[config.mk]
export PLATFORM = sky130hd
export DESIGN_NAME = i2c_bit_engine
export DESIGN_NICKNAME = d
export VERILOG_FILES = /design/src/rtl/i2c_bit_pkg.sv /design/src/rtl/i2c_line_sync.sv /design/src/rtl/i2c_bus_watch.sv /design/src/rtl/i2c_quarter_timer.sv /design/src/rtl/i2c_stretch_guard.sv /design/src/rtl/i2c_bit_engine.sv
export SDC_FILE = /design/constraint.sdc
export NUM_CORES = 1
export LEC_CHECK = 0
export BUFFER_PORTS_ARGS = -buffer_cell sky130_fd_sc_hd__buf_2
export CORE_MARGIN = 2
export CORE_UTILIZATION = 26
export CTS_BUF_LIST = sky130_fd_sc_hd__clkbuf_8
export CTS_CLUSTER_SIZE = 30
export DETAILED_ROUTE_END_ITERATION = 10
export SLEW_MARGIN = 20
export SYNTH_ARGS = -nofsm -noshare
export SYNTH_HDL_FRONTEND = slang
export SYNTH_SLANG_ARGS = --single-unit
[constraint.sdc]
create_clock -name clk_i -period 2 [get_ports clk_i]
set_input_delay 0.2 -clock clk_i [delete_from_list [all_inputs] [get_ports clk_i]]
set_output_delay 0.2 -clock clk_i [all_outputs]
set_load 0.005 [all_outputs]
[src/rtl/i2c_bit_pkg.sv]
package i2c_bit_pkg;
  typedef enum logic [1:0] {
    OP_START = 2'd0,
    OP_STOP  = 2'd1,
    OP_WRITE = 2'd2,
    OP_READ  = 2'd3
  } op_e;

  // {clock level, data level} per quarter; 1 = released
  function automatic logic [1:0] quarter_levels(op_e op, logic [1:0] q, logic b);
    logic [1:0] lv;
    case (op)
      OP_START: lv = (q == 2'd3) ? 2'b00 : (q == 2'd2) ? 2'b10 : 2'b11;
      OP_STOP:  lv = (q == 2'd0) ? 2'b00 : (q == 2'd3) ? 2'b11 : 2'b10;
      default:  lv = {(q == 2'd1) || (q == 2'd2), (op == OP_READ) ? 1'b1 : b};
    endcase
    return lv;
  endfunction
endpackage

[src/rtl/i2c_line_sync.sv]
module i2c_line_sync #(
  parameter int STAGES = 2,
  parameter int W      = 2
) (
  input  logic         clk_i,
  input  logic         rst_ni,
  input  logic [W-1:0] d_i,
  output logic [W-1:0] q_o
);
  logic [STAGES-1:0][W-1:0] stg;

  always_ff @(posedge clk_i or negedge rst_ni) begin
    if (!rst_ni) begin
      stg <= '1;
    end else begin
      stg[0] <= d_i;
      for (int i = 1; i < STAGES; i++) stg[i] <= stg[i-1];
    end
  end

  assign q_o = stg[STAGES-1];
endmodule

[src/rtl/i2c_bus_watch.sv]
module i2c_bus_watch (
  input  logic clk_i,
  input  logic rst_ni,
  input  logic ck_i,
  input  logic sd_i,
  output logic busy_o
);
  logic ck_q, sd_q;
  logic start_seen, stop_seen;

  assign start_seen = ck_q && ck_i && sd_q && !sd_i;
  assign stop_seen  = ck_q && ck_i && !sd_q && sd_i;

  always_ff @(posedge clk_i or negedge rst_ni) begin
    if (!rst_ni) begin
      ck_q   <= 1'b1;
      sd_q   <= 1'b1;
      busy_o <= 1'b0;
    end else begin
      ck_q <= ck_i;
      sd_q <= sd_i;
      if (start_seen)     busy_o <= 1'b1;
      else if (stop_seen) busy_o <= 1'b0;
    end
  end

  assert_busy_on_start_R11: assert property (@(posedge clk_i) disable iff (!rst_ni)
    $rose(busy_o) |-> $past(ck_i) && !$past(sd_i));
  assert_idle_on_stop_R11: assert property (@(posedge clk_i) disable iff (!rst_ni)
    $fell(busy_o) |-> $past(ck_i) && $past(sd_i));
endmodule

[src/rtl/i2c_quarter_timer.sv]
module i2c_quarter_timer #(
  parameter int CYC = 125
) (
  input  logic clk_i,
  input  logic rst_ni,
  input  logic clear_i,
  input  logic run_i,
  output logic last_o
);
  localparam int CW = (CYC > 1) ? $clog2(CYC) : 1;
  logic [CW-1:0] cnt;

  assign last_o = run_i && (cnt == CW'(CYC - 1));

  always_ff @(posedge clk_i or negedge rst_ni) begin
    if (!rst_ni)                cnt <= '0;
    else if (clear_i || last_o) cnt <= '0;
    else if (run_i)             cnt <= cnt + 1'b1;
  end

  // stretch freezes the quarter count
  assert_frozen_while_held_R7: assert property (@(posedge clk_i) disable iff (!rst_ni)
    !run_i && !clear_i |=> $stable(cnt));
endmodule

[src/rtl/i2c_stretch_guard.sv]
module i2c_stretch_guard #(
  parameter int LIMIT = 100_000
) (
  input  logic clk_i,
  input  logic rst_ni,
  input  logic wait_i,
  output logic expired_o
);
  localparam int LW = $clog2(LIMIT + 1);
  logic [LW-1:0] cnt;

  assign expired_o = wait_i && (cnt == LW'(LIMIT - 1));

  always_ff @(posedge clk_i or negedge rst_ni) begin
    if (!rst_ni)         cnt <= '0;
    else if (!wait_i)    cnt <= '0;
    else if (!expired_o) cnt <= cnt + 1'b1;
  end

  assert_wait_bounded_R9: assert property (@(posedge clk_i) disable iff (!rst_ni)
    cnt <= LW'(LIMIT - 1));
endmodule

[src/rtl/i2c_bit_engine.sv]
module i2c_bit_engine
  import i2c_bit_pkg::*;
#(
  parameter int SYS_HZ        = 50_000_000,
  parameter int BUS_HZ        = 100_000,
  parameter int STRETCH_LIMIT = 100_000,
  parameter int SYNC_STAGES   = 2
) (
  input  logic       clk_i,
  input  logic       rst_ni,
  input  logic       cmd_valid_i,
  output logic       cmd_ready_o,
  input  logic [1:0] cmd_i,
  input  logic       wbit_i,
  output logic       done_o,
  output logic       rbit_o,
  output logic       arb_lost_o,
  output logic       start_err_o,
  output logic       timeout_o,
  input  logic       clk_line_i,
  input  logic       data_line_i,
  output logic       clk_pull_o,
  output logic       data_pull_o
);
  localparam int QUARTER_CYC = SYS_HZ / (4 * BUS_HZ);

  typedef enum logic {ST_IDLE, ST_RUN} st_e;

  st_e        st;
  op_e        op_q;
  logic       bit_q;
  logic [1:0] qtr;
  logic       hold_ck, hold_sd;
  logic [1:0] lines_s, lvl;
  logic       ck_s, sd_s, bus_busy;
  logic       running, accept, refuse, wait_high, q_last, expired, mid, arb_hit;

  i2c_line_sync #(.STAGES(SYNC_STAGES), .W(2)) u_sync (
    .clk_i(clk_i), .rst_ni(rst_ni),
    .d_i({clk_line_i, data_line_i}), .q_o(lines_s)
  );
  assign ck_s = lines_s[1];
  assign sd_s = lines_s[0];

  i2c_bus_watch u_watch (
    .clk_i(clk_i), .rst_ni(rst_ni), .ck_i(ck_s), .sd_i(sd_s), .busy_o(bus_busy)
  );

  assign running     = (st == ST_RUN);
  assign lvl         = quarter_levels(op_q, qtr, bit_q);
  assign clk_pull_o  = running ? !lvl[1] : !hold_ck;
  assign data_pull_o = running ? !lvl[0] : !hold_sd;

  assign cmd_ready_o = !running && !done_o;
  assign accept      = cmd_valid_i && cmd_ready_o;
  assign refuse      = accept && (op_e'(cmd_i) == OP_START) && bus_busy;
  assign wait_high   = running && lvl[1] && !ck_s;

  i2c_quarter_timer #(.CYC(QUARTER_CYC)) u_tmr (
    .clk_i(clk_i), .rst_ni(rst_ni), .clear_i(accept),
    .run_i(running && !wait_high), .last_o(q_last)
  );

  i2c_stretch_guard #(.LIMIT(STRETCH_LIMIT)) u_guard (
    .clk_i(clk_i), .rst_ni(rst_ni), .wait_i(wait_high), .expired_o(expired)
  );

  // end of quarter 1 = middle of the clock-high phase
  assign mid     = q_last && (qtr == 2'd1);
  assign arb_hit = mid && (op_q == OP_WRITE) && bit_q && !sd_s;

  always_ff @(posedge clk_i or negedge rst_ni) begin
    if (!rst_ni) begin
      st          <= ST_IDLE;
      op_q        <= OP_START;
      bit_q       <= 1'b0;
      qtr         <= 2'd0;
      hold_ck     <= 1'b1;
      hold_sd     <= 1'b1;
      done_o      <= 1'b0;
      rbit_o      <= 1'b0;
      arb_lost_o  <= 1'b0;
      start_err_o <= 1'b0;
      timeout_o   <= 1'b0;
    end else begin
      done_o <= 1'b0;
      if (!running) begin
        if (accept) begin
          arb_lost_o  <= 1'b0;
          timeout_o   <= 1'b0;
          start_err_o <= refuse;
          if (refuse) begin
            done_o <= 1'b1;
          end else begin
            st    <= ST_RUN;
            op_q  <= op_e'(cmd_i);
            bit_q <= wbit_i;
            qtr   <= 2'd0;
          end
        end
      end else if (expired) begin
        st        <= ST_IDLE;
        hold_ck   <= 1'b1;
        hold_sd   <= 1'b1;
        done_o    <= 1'b1;
        timeout_o <= 1'b1;
      end else if (arb_hit) begin
        st         <= ST_IDLE;
        hold_ck    <= 1'b1;
        hold_sd    <= 1'b1;
        done_o     <= 1'b1;
        arb_lost_o <= 1'b1;
      end else if (q_last) begin
        if (mid) rbit_o <= sd_s;
        if (qtr == 2'd3) begin
          st      <= ST_IDLE;
          hold_ck <= lvl[1];
          hold_sd <= lvl[0];
          done_o  <= 1'b1;
        end else begin
          qtr <= qtr + 2'd1;
        end
      end
    end
  end

  assert_done_single_R2: assert property (@(posedge clk_i) disable iff (!rst_ni)
    done_o |=> !done_o);
  assert_busy_after_take_R2: assert property (@(posedge clk_i) disable iff (!rst_ni)
    accept && !refuse |=> !cmd_ready_o);
  assert_data_moves_low_R5: assert property (@(posedge clk_i) disable iff (!rst_ni)
    $changed(data_pull_o) && !clk_pull_o && !$past(clk_pull_o)
      |-> (running && (op_q == OP_START || op_q == OP_STOP)) || timeout_o);
  assert_hold_while_stretched_R8: assert property (@(posedge clk_i) disable iff (!rst_ni)
    wait_high && !expired |=> $stable(qtr) && running);
  assert_abort_frees_R10: assert property (@(posedge clk_i) disable iff (!rst_ni)
    done_o && (arb_lost_o || timeout_o) |-> !clk_pull_o && !data_pull_o);
  assert_refuse_quiet_R11: assert property (@(posedge clk_i) disable iff (!rst_ni)
    done_o && start_err_o |-> $stable(clk_pull_o) && $stable(data_pull_o));
endmodule

==> metrics.md, run 1 <==
| Metric | Value |
|---|---|
| Status | complete, no violations |
| Cell area after layout | 2710 µm² |
| Syn nets | 229 |
| Kind of critical path | flip-flop to flip-flop |
| Mean number of vias per cell | 4.55 |
| Global route overflow | 0 |
| Leakage | 1.22 nW |
| Gate power share | 24.4% |
| Cell-internal power | 0.00170 W |
| Ys flop type | dfrtp_1 |
| Sequential share of the synthesized area | 50.8% |
| Yosys warnings | 0 |
| DP Wirelength | 3.13 mm |
| CP peak stage delay | 0.41 ns |
| Global-route wire length before repair | 7.53 mm |
| First-pass DRT Iterations | 4 |
| Placed instance area | 2480 µm² |
| Root cell of the clock tree | clkbuf_8 |
| H-tree depth | 2 |
| Slew HR | 64.1% |
| Setup TNS | 0 ns |
| Crit path max fanout | 7 |
| Worst setup EP type | flip-flop |
| Maxcap violations | 0 |
| Antenna cells | 0 |
| PD cells | 891 nW/µm² |
| WL final | 4.48 mm |
| Clock Latency Late Sink | 0.30 ns |
| Worst IR Drop VDD | 0.000296 V |
| # setup viols final | 0 |
| Core box area | 8180 µm² |
| Row count | 33 |
| CTS tree | done |
| #FFs+latches synth | 44 |
| Post-Route Skew | 0.0138 ns |
| Final Hold Viols | 0 |
| Most frequent cell after synthesis | dfrtp_1 |
| Dominant cell type by area after synthesis | dfrtp_1 |
| Final worst-path cycle share | 96.5% |
| Sequential cell fraction of total power | 45.7% |
| Total track usage | 10.6% |
| I/O Buffers | 15 |
| Area Overhead vs Synth | 24.0% |
| Vias in the first global route | 1611 |
| Layout Nets | 269 |
| Synth top cells by count | 36 x dfrtp_1, 32 x nor2_1, 21 x nand2_1 |
| Worst hold path type | input port to flip-flop |
| Utilization after layout | 33.2% |
| Fraction of registers with async set/reset | 100% |
| Starting Density | 26.8% |
| I/O pins | 16 |
| Initial antenna violation count | 0 |
| Top cell type's share of synthesized area | 41.2% |
| Largest net degree at the start of global routing | 45 |
| Clock transition at path regs | 0.09 ns |
| Slew @ Worst Pin | 0.538 ns |
| Net switching power | 0.000715 W |
| Die width | 95.7 µm |
| Sink Count | 44 |
| Max Root-Sink Buffers | 2 |
| Final min period | 1.93 ns |
| DRC Markers | 0 |
| Avg WL per Cell | 12.5 µm |
| Starting DRT DRC Count | 71 |
| Worst setup margin | 0.0705 ns |
| Synth Instances | 213 |
| Number of enable flip-flop cells after synthesis | 0 |
| Placer Congestion | 0.856 |
| Fill cell count | 832 |
| Layout cells sized above 1 | 26.4% |
| Worst slack, placed | 0.0585 ns |
| Die Span Y | 95.7 µm |
| CP cell instances | inv_1, ha_4, mux2_2, o32a_1, and2b_4, nor2_2, a31o_1 |
| Slowest-stage cell, CP | dfrtp_1 |
| Max Freq | 518 MHz |
| Num CTS Buffers | 5 |
| DIE AREA | 9170 µm² |
| Placed cell count | 343 |
| Worst Setup Start Kind | flip-flop |
| Unique masters post-synth | 48 |
| Detailed-route via count | 1632 |
| Finished Layout Cells | 359 |
| Detail Route Antenna Nets | 0 |
| Avg Cell Area, Syn | 10.3 µm² |
| Syn Std Cell Area | 2190 µm² |
| Clk pwr share | 29.9% |
| Switching part of the total power | 29.6% |
| Final Max Slew Viols | 0 |
| WP data arrival | 2.13 ns |
| Synth top area cells | dfrtp_1 41%, dfstp_2 9.6%, nor2_1 5.5%, ha_1 4.6%, xor2_1 4.0% |
| WP data required | 2.20 ns |
-- worst paths after layout --
check                         startpoint       endpoint  slack, ns  depth (start not counted)
max                               qtr[0]        running       0.07                          7
min                             cmd_i[1]        op_q[1]       0.14                          2
max reg2reg                       qtr[0]        running       0.07                          7
min reg2reg                u_sync.stg[0]  u_sync.q_o[0]       0.36                          0
max in group asynchronous         rst_ni  u_sync.stg[1]       1.11                          3
min in group asynchronous         rst_ni        running       0.50                          3
-- critical path, delay by kind of cell (launching register included) --
kind,cells,cell delay (ns)
DFF,1,0.41
and+or+nand+nor,2,0.36
adders and majority gates,1,0.17
AOI/OAI and AO/OA,2,0.48
buffers and inverters,1,0.11
muxes,1,0.30
-- cell usage in the layout, fill, tap and decap left out, types with 2 or more instances in the layout --
cell type       n
nor3_1          3
mux2_2          2
a31oi_1         2
dfstp_2         8
nor3b_1         2
or3_1           4
xnor2_1         5
clkbuf_8        6
buf_4          18
dfrtp_1        35
ha_1            6
mux2i_1         5
o21ai_1         3
dlygate4sd3_1   3
a211oi_1        2
a21oi_1         7
and4_1          3
nor3_2          3
and3_1          3
nor2_1         32
nand3_1         8
inv_1           7
a22o_1          2
nand4b_1        2
xor2_1         10
buf_2          15
or4b_4          2
o21ai_0         5
nand2_1        20
nand4_1         5
-- power groups by stage --
stage          Clock, W  Combinational, W  Sequential (W)
2_1_floorplan         0          0.000348         0.00110
3_3_place_gp          0          0.000511         0.00112
3_5_place_dp          0          0.000522         0.00112
4_1_cts        0.000742          0.000550         0.00110
5_1_grt        0.000782          0.000665         0.00112
6_report       0.000722          0.000590         0.00111
-- layout make-up --
| class | instances | area [µm²] | area share, % |
|---|---|---|---|
| well taps | 105 | 131 | 4.84 |
| clock inverters | 2 | 38.8 | 1.43 |
| multi-input cells | 159 | 1080 | 39.9 |
| clock buffers | 6 | 82.6 | 3.04 |
| flip-flops and latches | 44 | 1110 | 41.0 |
| repair buffers | 36 | 240 | 8.85 |
| inverters | 7 | 26.3 | 0.968 |
-- metal layers --
metal	vias up	part of all wire, %	track usage [%]	wire length, µm
li1	831	-	-	-
met1	774	47	14.1	2090
met2	18	48	16.5	2140
met3	9	2.9	2.58	132
met4	0	2.6	4.88	116
met5	-	0	0	0
-- stage by stage --
stage	hold WS (ns)	total power (W)
after floorplan	-0.0956	0.00144
after global placement	0.306	0.00163
after detailed placement	0.306	0.00164
after CTS	0.124	0.00240
after global routing	0.135	0.00257
final	0.136	0.00242
-- registers in the layout (all words and copies together) (netlist names), 2 cells and up --
name         cells
op_q             2
qtr              2
u_guard.cnt     17
u_sync.q_o       2
u_sync.stg       2
u_tmr.cnt        7
-- cell families (layout without fill, tap and decap cells) --
kind of cell / count (synthesis) / count (layout) / share of synthesized area, %
xor gates and xnor gates: 15 / 15 / 6.00
buffers and inverters: 10 / 51 / 1.77
and+or+nand+nor: 101 / 101 / 24.9
muxes: 8 / 8 / 3.83
adders and majority gates: 8 / 8 / 4.57
AOI/OAI and AO/OA: 27 / 27 / 8.12
DFF: 44 / 44 / 50.8
-- timing repair --
action	4_1_cts	5_1_grt
hold buffers	3	0
setup endpoints to repair	2	10
cloned	0	0
resized for setup	1	9
setup buffers	1	4
endpoints found under the hold margin	38	0
Power figures use the tool's default switching activity.
==> inputs of run 2 (changes only) <==
--- a/config.mk
+++ b/config.mk
@@ -11,6 +11,7 @@
 export CTS_BUF_LIST = sky130_fd_sc_hd__clkbuf_8
 export CTS_CLUSTER_SIZE = 30
 export DETAILED_ROUTE_END_ITERATION = 10
+export PLACE_DENSITY = 0.47
 export SLEW_MARGIN = 20
 export SYNTH_ARGS = -nofsm -noshare
 export SYNTH_HDL_FRONTEND = slang
==> constraint.sdc (replaced) <==
create_clock -name clk_i -period 1.91 [get_ports clk_i]
set_input_delay 0.191 -clock clk_i [delete_from_list [all_inputs] [get_ports clk_i]]
set_output_delay 0.191 -clock clk_i [all_outputs]
set_load 0.005 [all_outputs]
==> metrics.md, run 2 (same netlist as run 1, synthesis figures left out) <==
| Metric | Value |
|---|---|
| Status | complete, no violations (unchanged) |
| Slew HR | 52.5% (was 64.1%) |
| Placed cell count | 353 (was 343) |
| Global-route wire length before repair | 8.01 mm (was 7.53 mm) |
| Mean number of vias per cell | 4.56 (was 4.55) |
| FF-to-FF setup slack | 0.05 ns (was 0.07 ns) |
| Utilization after layout | 34.3% (was 33.2%) |
| DP Wirelength | 3.42 mm (was 3.13 mm) |
| First-pass DRT Iterations | 4 (unchanged) |
| Maxcap violations | 0 (unchanged) |
| Starting DRT DRC Count | 37 (was 71) |
| Setup TNS | 0 ns (unchanged) |
| R2r worst-path depth | 7 (unchanged) |
| Worst setup EP type | flip-flop (unchanged) |
| Worst hold path type | input port to flip-flop (unchanged) |
| Core box area | 8180 µm² (unchanged) |
| WP data arrival | 2.06 ns (was 2.13 ns) |
| Vias in the first global route | 1682 (was 1611) |
| Avg WL per Cell | 12.8 µm (was 12.5 µm) |
| Layout Nets | 278 (was 269) |
| Max reg flops | 17 (unchanged) |
| Largest net degree at the start of global routing | 34 (was 45) |
| WP data required | 2.10 ns (was 2.20 ns) |
| Clock transition at path regs | 0.09 ns (about the same) |
| Critical path origin | qtr[1] (was qtr[0]) |
| Hold Crit Depth | 2 (unchanged) |
| Crit path max fanout | 6 (was 7) |
| Total track usage | 11.3% (was 10.6%) |
| CTS tree | done (unchanged) |
| Most frequent cells in the layout | 36 x dfrtp_1, 32 x nor2_1, 26 x buf_4, 20 x nand2_1, 15 x buf_2 (was 35 x dfrtp_1, 32 x nor2_1, 20 x nand2_1, 18 x buf_4, 15 x buf_2) |
| H-tree depth | 2 (unchanged) |
| PD cells | 859 nW/µm² (was 891 nW/µm²) |
| Final worst-path cycle share | 97.6% (was 96.5%) |
| Area Overhead vs Synth | 28.1% (was 24.0%) |
| Starting Density | 26.8% (unchanged) |
| Max Freq | 536 MHz (was 518 MHz) |
| Placed instance area | 2580 µm² (was 2480 µm²) |
| Row count | 33 (unchanged) |
| Initial antenna violation count | 0 (unchanged) |
| Num CTS Buffers | 5 (unchanged) |
| Cell area after layout | 2800 µm² (was 2710 µm²) |
| # setup viols final | 0 (unchanged) |
| Worst IR Drop VDD | 0.000355 V (was 0.000296 V) |
| Reg2reg start | qtr[1] (was qtr[0]) |
| Detail Route Antenna Nets | 0 (unchanged) |
| Detailed-route via count | 1679 (was 1632) |
| I/O pins | 16 (unchanged) |
| Root cell of the clock tree | clkbuf_8 (unchanged) |
| Placer Congestion | 0.742 (was 0.856) |
| Layout cells sized above 1 | 31.6% (was 26.4%) |
| Die width | 95.7 µm (unchanged) |
| DRC Markers | 0 (unchanged) |
| Finished Layout Cells | 368 (was 359) |
| Global route overflow | 0 (unchanged) |
| Most common cell after layout, fill and taps aside | dfrtp_1 (unchanged) |
| Max Root-Sink Buffers | 2 (unchanged) |
| Unrepaired setup endpoints after global routing | yes |
| Largest Register | u_guard.cnt (unchanged) |
| Worst Setup Start Kind | flip-flop (unchanged) |
| Final Hold Viols | 0 (unchanged) |
| Min-Delay Startpoint | wbit_i (was cmd_i[1]) |
| Reg-to-Reg End | running (unchanged) |
| DIE AREA | 9170 µm² (unchanged) |
| Top flop regs | u_guard.cnt x17, u_tmr.cnt x7 (unchanged) |
| Clock Latency Late Sink | 0.29 ns (was 0.30 ns) |
| WL final | 4.73 mm (was 4.48 mm) |
| Hold Crit Endpoint | bit_q (was op_q[1]) |
| Sink Count | 44 (unchanged) |
| I/O Buffers | 15 (unchanged) |
| Post-Route Skew | 0.00766 ns (was 0.0138 ns) |
| Die Span Y | 95.7 µm (unchanged) |
| Leakage | 1.28 nW (was 1.22 nW) |
| Slew @ Worst Pin | 0.712 ns (was 0.538 ns) |
| Final min period | 1.86 ns (was 1.93 ns) |
| Antenna cells | 0 (unchanged) |
| Kind of critical path | flip-flop to flip-flop (unchanged) |
| Final Max Slew Viols | 0 (unchanged) |
-- run 2: worst max-delay path, cell delays in order (launching register included) --
cell and delay, ns:
dfrtp_1 0.41, inv_2 0.07, ha_4 0.28, nand2_4 0.06, o32a_1 0.42, and2b_4 0.28, nor2_2 0.05, a31o_1 0.17
-- run 2: worst max-delay path by stage --
| stage | end | slack (ns) | cells after the start |
|---|---|---|---|
| after floorplan | running | -0.005 | 5 |
| final | running | 0.05 | 7 |
| after detailed placement | qtr[1] | 0.009 | 7 |
| after CTS | qtr[1] | -0.01 | 7 |
| after global routing | running | -0.1 | 7 |
| after global placement | qtr[1] | 0.02 | 7 |
-- run 2: per-stage QoR --
step | hold WS [ns] | power, W | setup slack [ns]
after floorplan | -0.105 | 0.00153 | -0.00538
after detailed placement | 0.298 | 0.00174 | 0.00852
after global routing | 0.106 | 0.00259 | -0.0976
final | 0.127 | 0.00241 | 0.0455
after global placement | 0.296 | 0.00175 | 0.0175
after CTS | 0.117 | 0.00239 | -0.0123
-- run 2: layout make-up --
class	count	area [µm²]
fill	846	5370
multi-input combinational	159	1130
sequential	44	1110
timing repair buffer	45	312
tap	105	131
clock buffer	5	68.8
inverter	7	26.3
clock inverter	3	18.8
-- run 2: power breakdown --
group	total, W	internal [W]	switching [W]
logic	0.000649	0.000335	0.000314
clock network	0.000588	0.000255	0.000332
registers	0.00117	0.00104	0.000128
-- run 2: repair_timing --
item                                    4_1_cts  5_1_grt
setup buffers                                 3        1
endpoints found under the hold margin        25        0
hold buffers                                  3        0
gates resized for setup                       5       13
pin swaps                                     1       11
endpoints found under the setup margin        3       18
-- run 2: metal layers --
metal  GRT usage (%)  wire (µm)  up-vias
li1                -          -      844
met1            14.0       2280      805
met2            19.3       2220       24
met3            2.82        149        6
met4            3.10         78        0
met5               0          0        -
==> inputs of run 3 (changes only) <==
--- a/config.mk
+++ b/config.mk
@@ -7,11 +7,11 @@
 export LEC_CHECK = 0
 export BUFFER_PORTS_ARGS = -buffer_cell sky130_fd_sc_hd__buf_2
 export CORE_MARGIN = 2
-export CORE_UTILIZATION = 26
+export CORE_UTILIZATION = 49
 export CTS_BUF_LIST = sky130_fd_sc_hd__clkbuf_8
 export CTS_CLUSTER_SIZE = 30
 export DETAILED_ROUTE_END_ITERATION = 10
-export PLACE_DENSITY = 0.47
+export PLACE_DENSITY = 0.73
 export SLEW_MARGIN = 20
 export SYNTH_ARGS = -nofsm -noshare
 export SYNTH_HDL_FRONTEND = slang
==> metrics.md, run 3 (same netlist as run 1, synthesis figures left out) <==
| Metric | Value |
|---|---|
| CTS tree | done (unchanged) |
| Worst hold path type | input port to flip-flop (unchanged) |
| WP data required | 2.11 ns (was 2.10 ns) |
| Final min period | 1.86 ns (about the same) |
| First-pass DRT Iterations | 4 (unchanged) |
| Worst hold slack | 0.120 ns (was 0.127 ns) |
| # setup viols final | 0 (unchanged) |
| WP data arrival | 2.06 ns (about the same) |
| WL met2 | 2.09 mm (was 2.22 mm) |
| Area Overhead vs Synth | 23.3% (was 28.1%) |
| Total track usage | 19.6% (was 11.3%) |
| Final Max Slew Viols | 0 (unchanged) |
| Worst setup EP type | flip-flop (unchanged) |
| DP Wirelength | 3.17 mm (was 3.42 mm) |
| H-tree depth | 2 (unchanged) |
| Max reg flops | 17 (unchanged) |
| Clock Latency Late Sink | 0.30 ns (was 0.29 ns) |
| Reg2reg start | qtr[0] (was qtr[1]) |
| Worst slack, placed | -0.0267 ns (was 0.00852 ns) |
| Placer Congestion | 0.920 (was 0.742) |
| Fill cell count | 373 (was 846) |
| Die Span Y | 70.8 µm (was 95.7 µm) |
| Setup TNS | 0 ns (unchanged) |
| PD cells | 928 nW/µm² (was 859 nW/µm²) |
| Final worst-path cycle share | 97.3% (was 97.6%) |
| Row count | 24 (was 33) |
| Metal1 wirelength | 1.96 mm (was 2.28 mm) |
| Avg WL per Cell | 13.8 µm (was 12.8 µm) |
| Overall power | 0.00250 W (was 0.00241 W) |
| Sink Count | 44 (unchanged) |
| Num CTS Buffers | 5 (unchanged) |
| DRC Markers | 0 (unchanged) |
| Global-route wire length before repair | 7.73 mm (was 8.01 mm) |
| Layout Nets | 276 (was 278) |
| I/O Buffers | 15 (unchanged) |
| Largest Register | u_guard.cnt (unchanged) |
| Starting DRT DRC Count | 105 (was 37) |
| Global route overflow | 0 (unchanged) |
| Starting Density | 50.6% (was 26.8%) |
| Leakage | 1.26 nW (was 1.28 nW) |
| Worst setup margin | 0.0516 ns (was 0.0455 ns) |
| Routed wl met3 | 171 µm (was 149 µm) |
| Most common cell after layout, fill and taps aside | dfrtp_1 (unchanged) |
| Worst IR Drop VDD | 0.000567 V (was 0.000355 V) |
| Slew HR | 54.9% (was 52.5%) |
| Core box area | 4320 µm² (was 8180 µm²) |
| Status | complete, no violations (unchanged) |
| Mean number of vias per cell | 5.43 (was 4.56) |
| Die width | 70.8 µm (was 95.7 µm) |
| Top flop regs | u_guard.cnt x17, u_tmr.cnt x7 (unchanged) |
| WL final | 4.32 mm (was 4.73 mm) |
| Layout cells sized above 1 | 29.5% (was 31.6%) |
| Largest net degree at the start of global routing | 32 (was 34) |
| I/O pins | 16 (unchanged) |
| Maxcap violations | 0 (unchanged) |
| Max Root-Sink Buffers | 2 (unchanged) |
| Root cell of the clock tree | clkbuf_8 (unchanged) |
| Clock transition at path regs | 0.09 ns (about the same) |
| Top sig layer | met4 (unchanged) |
| DIE AREA | 5020 µm² (was 9170 µm²) |
| Most frequent cells in the layout | 36 x dfrtp_1, 32 x nor2_1, 24 x buf_4, 20 x nand2_1, 15 x buf_2 (was 36 x dfrtp_1, 32 x nor2_1, 26 x buf_4, 20 x nand2_1, 15 x buf_2) |
| Max Freq | 538 MHz (was 536 MHz) |
| Slew @ Worst Pin | 0.676 ns (was 0.712 ns) |
| Crit path max fanout | 5 (was 6) |
| Utilization after layout | 62.4% (was 34.3%) |
| Unrepaired setup endpoints after global routing | yes (unchanged) |
| Initial antenna violation count | 0 (unchanged) |
| Post-Route Skew | 0.0106 ns (was 0.00766 ns) |
| Antenna cells | 0 (unchanged) |
| Detail Route Antenna Nets | 0 (unchanged) |
| Critical path origin | qtr[0] (was qtr[1]) |
| Kind of critical path | flip-flop to flip-flop (unchanged) |
| Min-Delay Startpoint | wbit_i (unchanged) |
| Final Hold Viols | 0 (unchanged) |
| Vias in the first global route | 1738 (was 1682) |
| Detailed-route via count | 1700 (was 1679) |
| Worst Setup Start Kind | flip-flop (unchanged) |
## run 3: cell types whose count changed in the layout (fill, tap and decap cells not counted), sizes merged
cell	before	now
buf	42	40
clkinv	3	1
clkinvlp	0	2
## run 3: worst max-delay path, cell delays in order (launching register included)
cell and delay (ns):
dfrtp_1 0.43, inv_2 0.09, ha_4 0.21, nand2_4 0.08
o221ai_4 0.13, or4b_4 0.58, mux2i_1 0.17, nand2_1 0.06
## run 3: timing repair
action | 4_1_cts | 5_1_grt
hold buffers | 3 | 0
endpoints found under the setup margin | 5 | 14
setup buffers | 7 | 1
pin swaps | 1 | 6
hold endpoints to repair | 23 | 0
resized for setup | 3 | 10
## run 3: final cells by class
class | instances | area (µm²) | share of cell area [%]
Tap cell | 52 | 65.1 | 2.41
Sequential cell | 44 | 1110 | 41.2
Inverter | 7 | 26.3 | 0.974
Timing Repair Buffer | 43 | 297 | 11.0
Clock inverter | 3 | 23.8 | 0.881
Multi-Input combinational cell | 159 | 1110 | 41.0
Clock buffer | 5 | 68.8 | 2.55
## run 3: through the flow
stage / cells / cell area [µm²]
CTS: 312 / 2660
global route: 313 / 2700
finish: 313 / 2700
detailed placement: 294 / 2460
global placement: 294 / 2460
floorplan: 213 / 2210
## run 3: worst paths after layout
path | to | slack (ns) | cells past startpoint
worst min-delay path | bit_q | 0.12 | 2
min in group asynchronous | arb_lost_o | 0.45 | 2
worst max-delay path | qtr[1] | 0.05 | 7
worst max register to register | qtr[1] | 0.05 | 7
max in group asynchronous | u_guard.cnt[13] | 0.86 | 3
worst min register to register | u_sync.q_o[1] | 0.36 | 0
## run 3: where the power goes
part / leakage [nW] / switching (W) / internal, W / total, W
Combinational: 0.654 / 0.000344 / 0.000408 / 0.000752
Sequential: 0.563 / 0.000115 / 0.00104 / 0.00116
Clock: 0.0404 / 0.000334 / 0.000259 / 0.000593
## run 3: routing by layer
metal | vias up | GRT usage [%]
met5 | - | 0
met4 | 0 | 8.18
met3 | 10 | 4.27
met2 | 34 | 32.4
met1 | 816 | 25.0
li1 | 840 | -
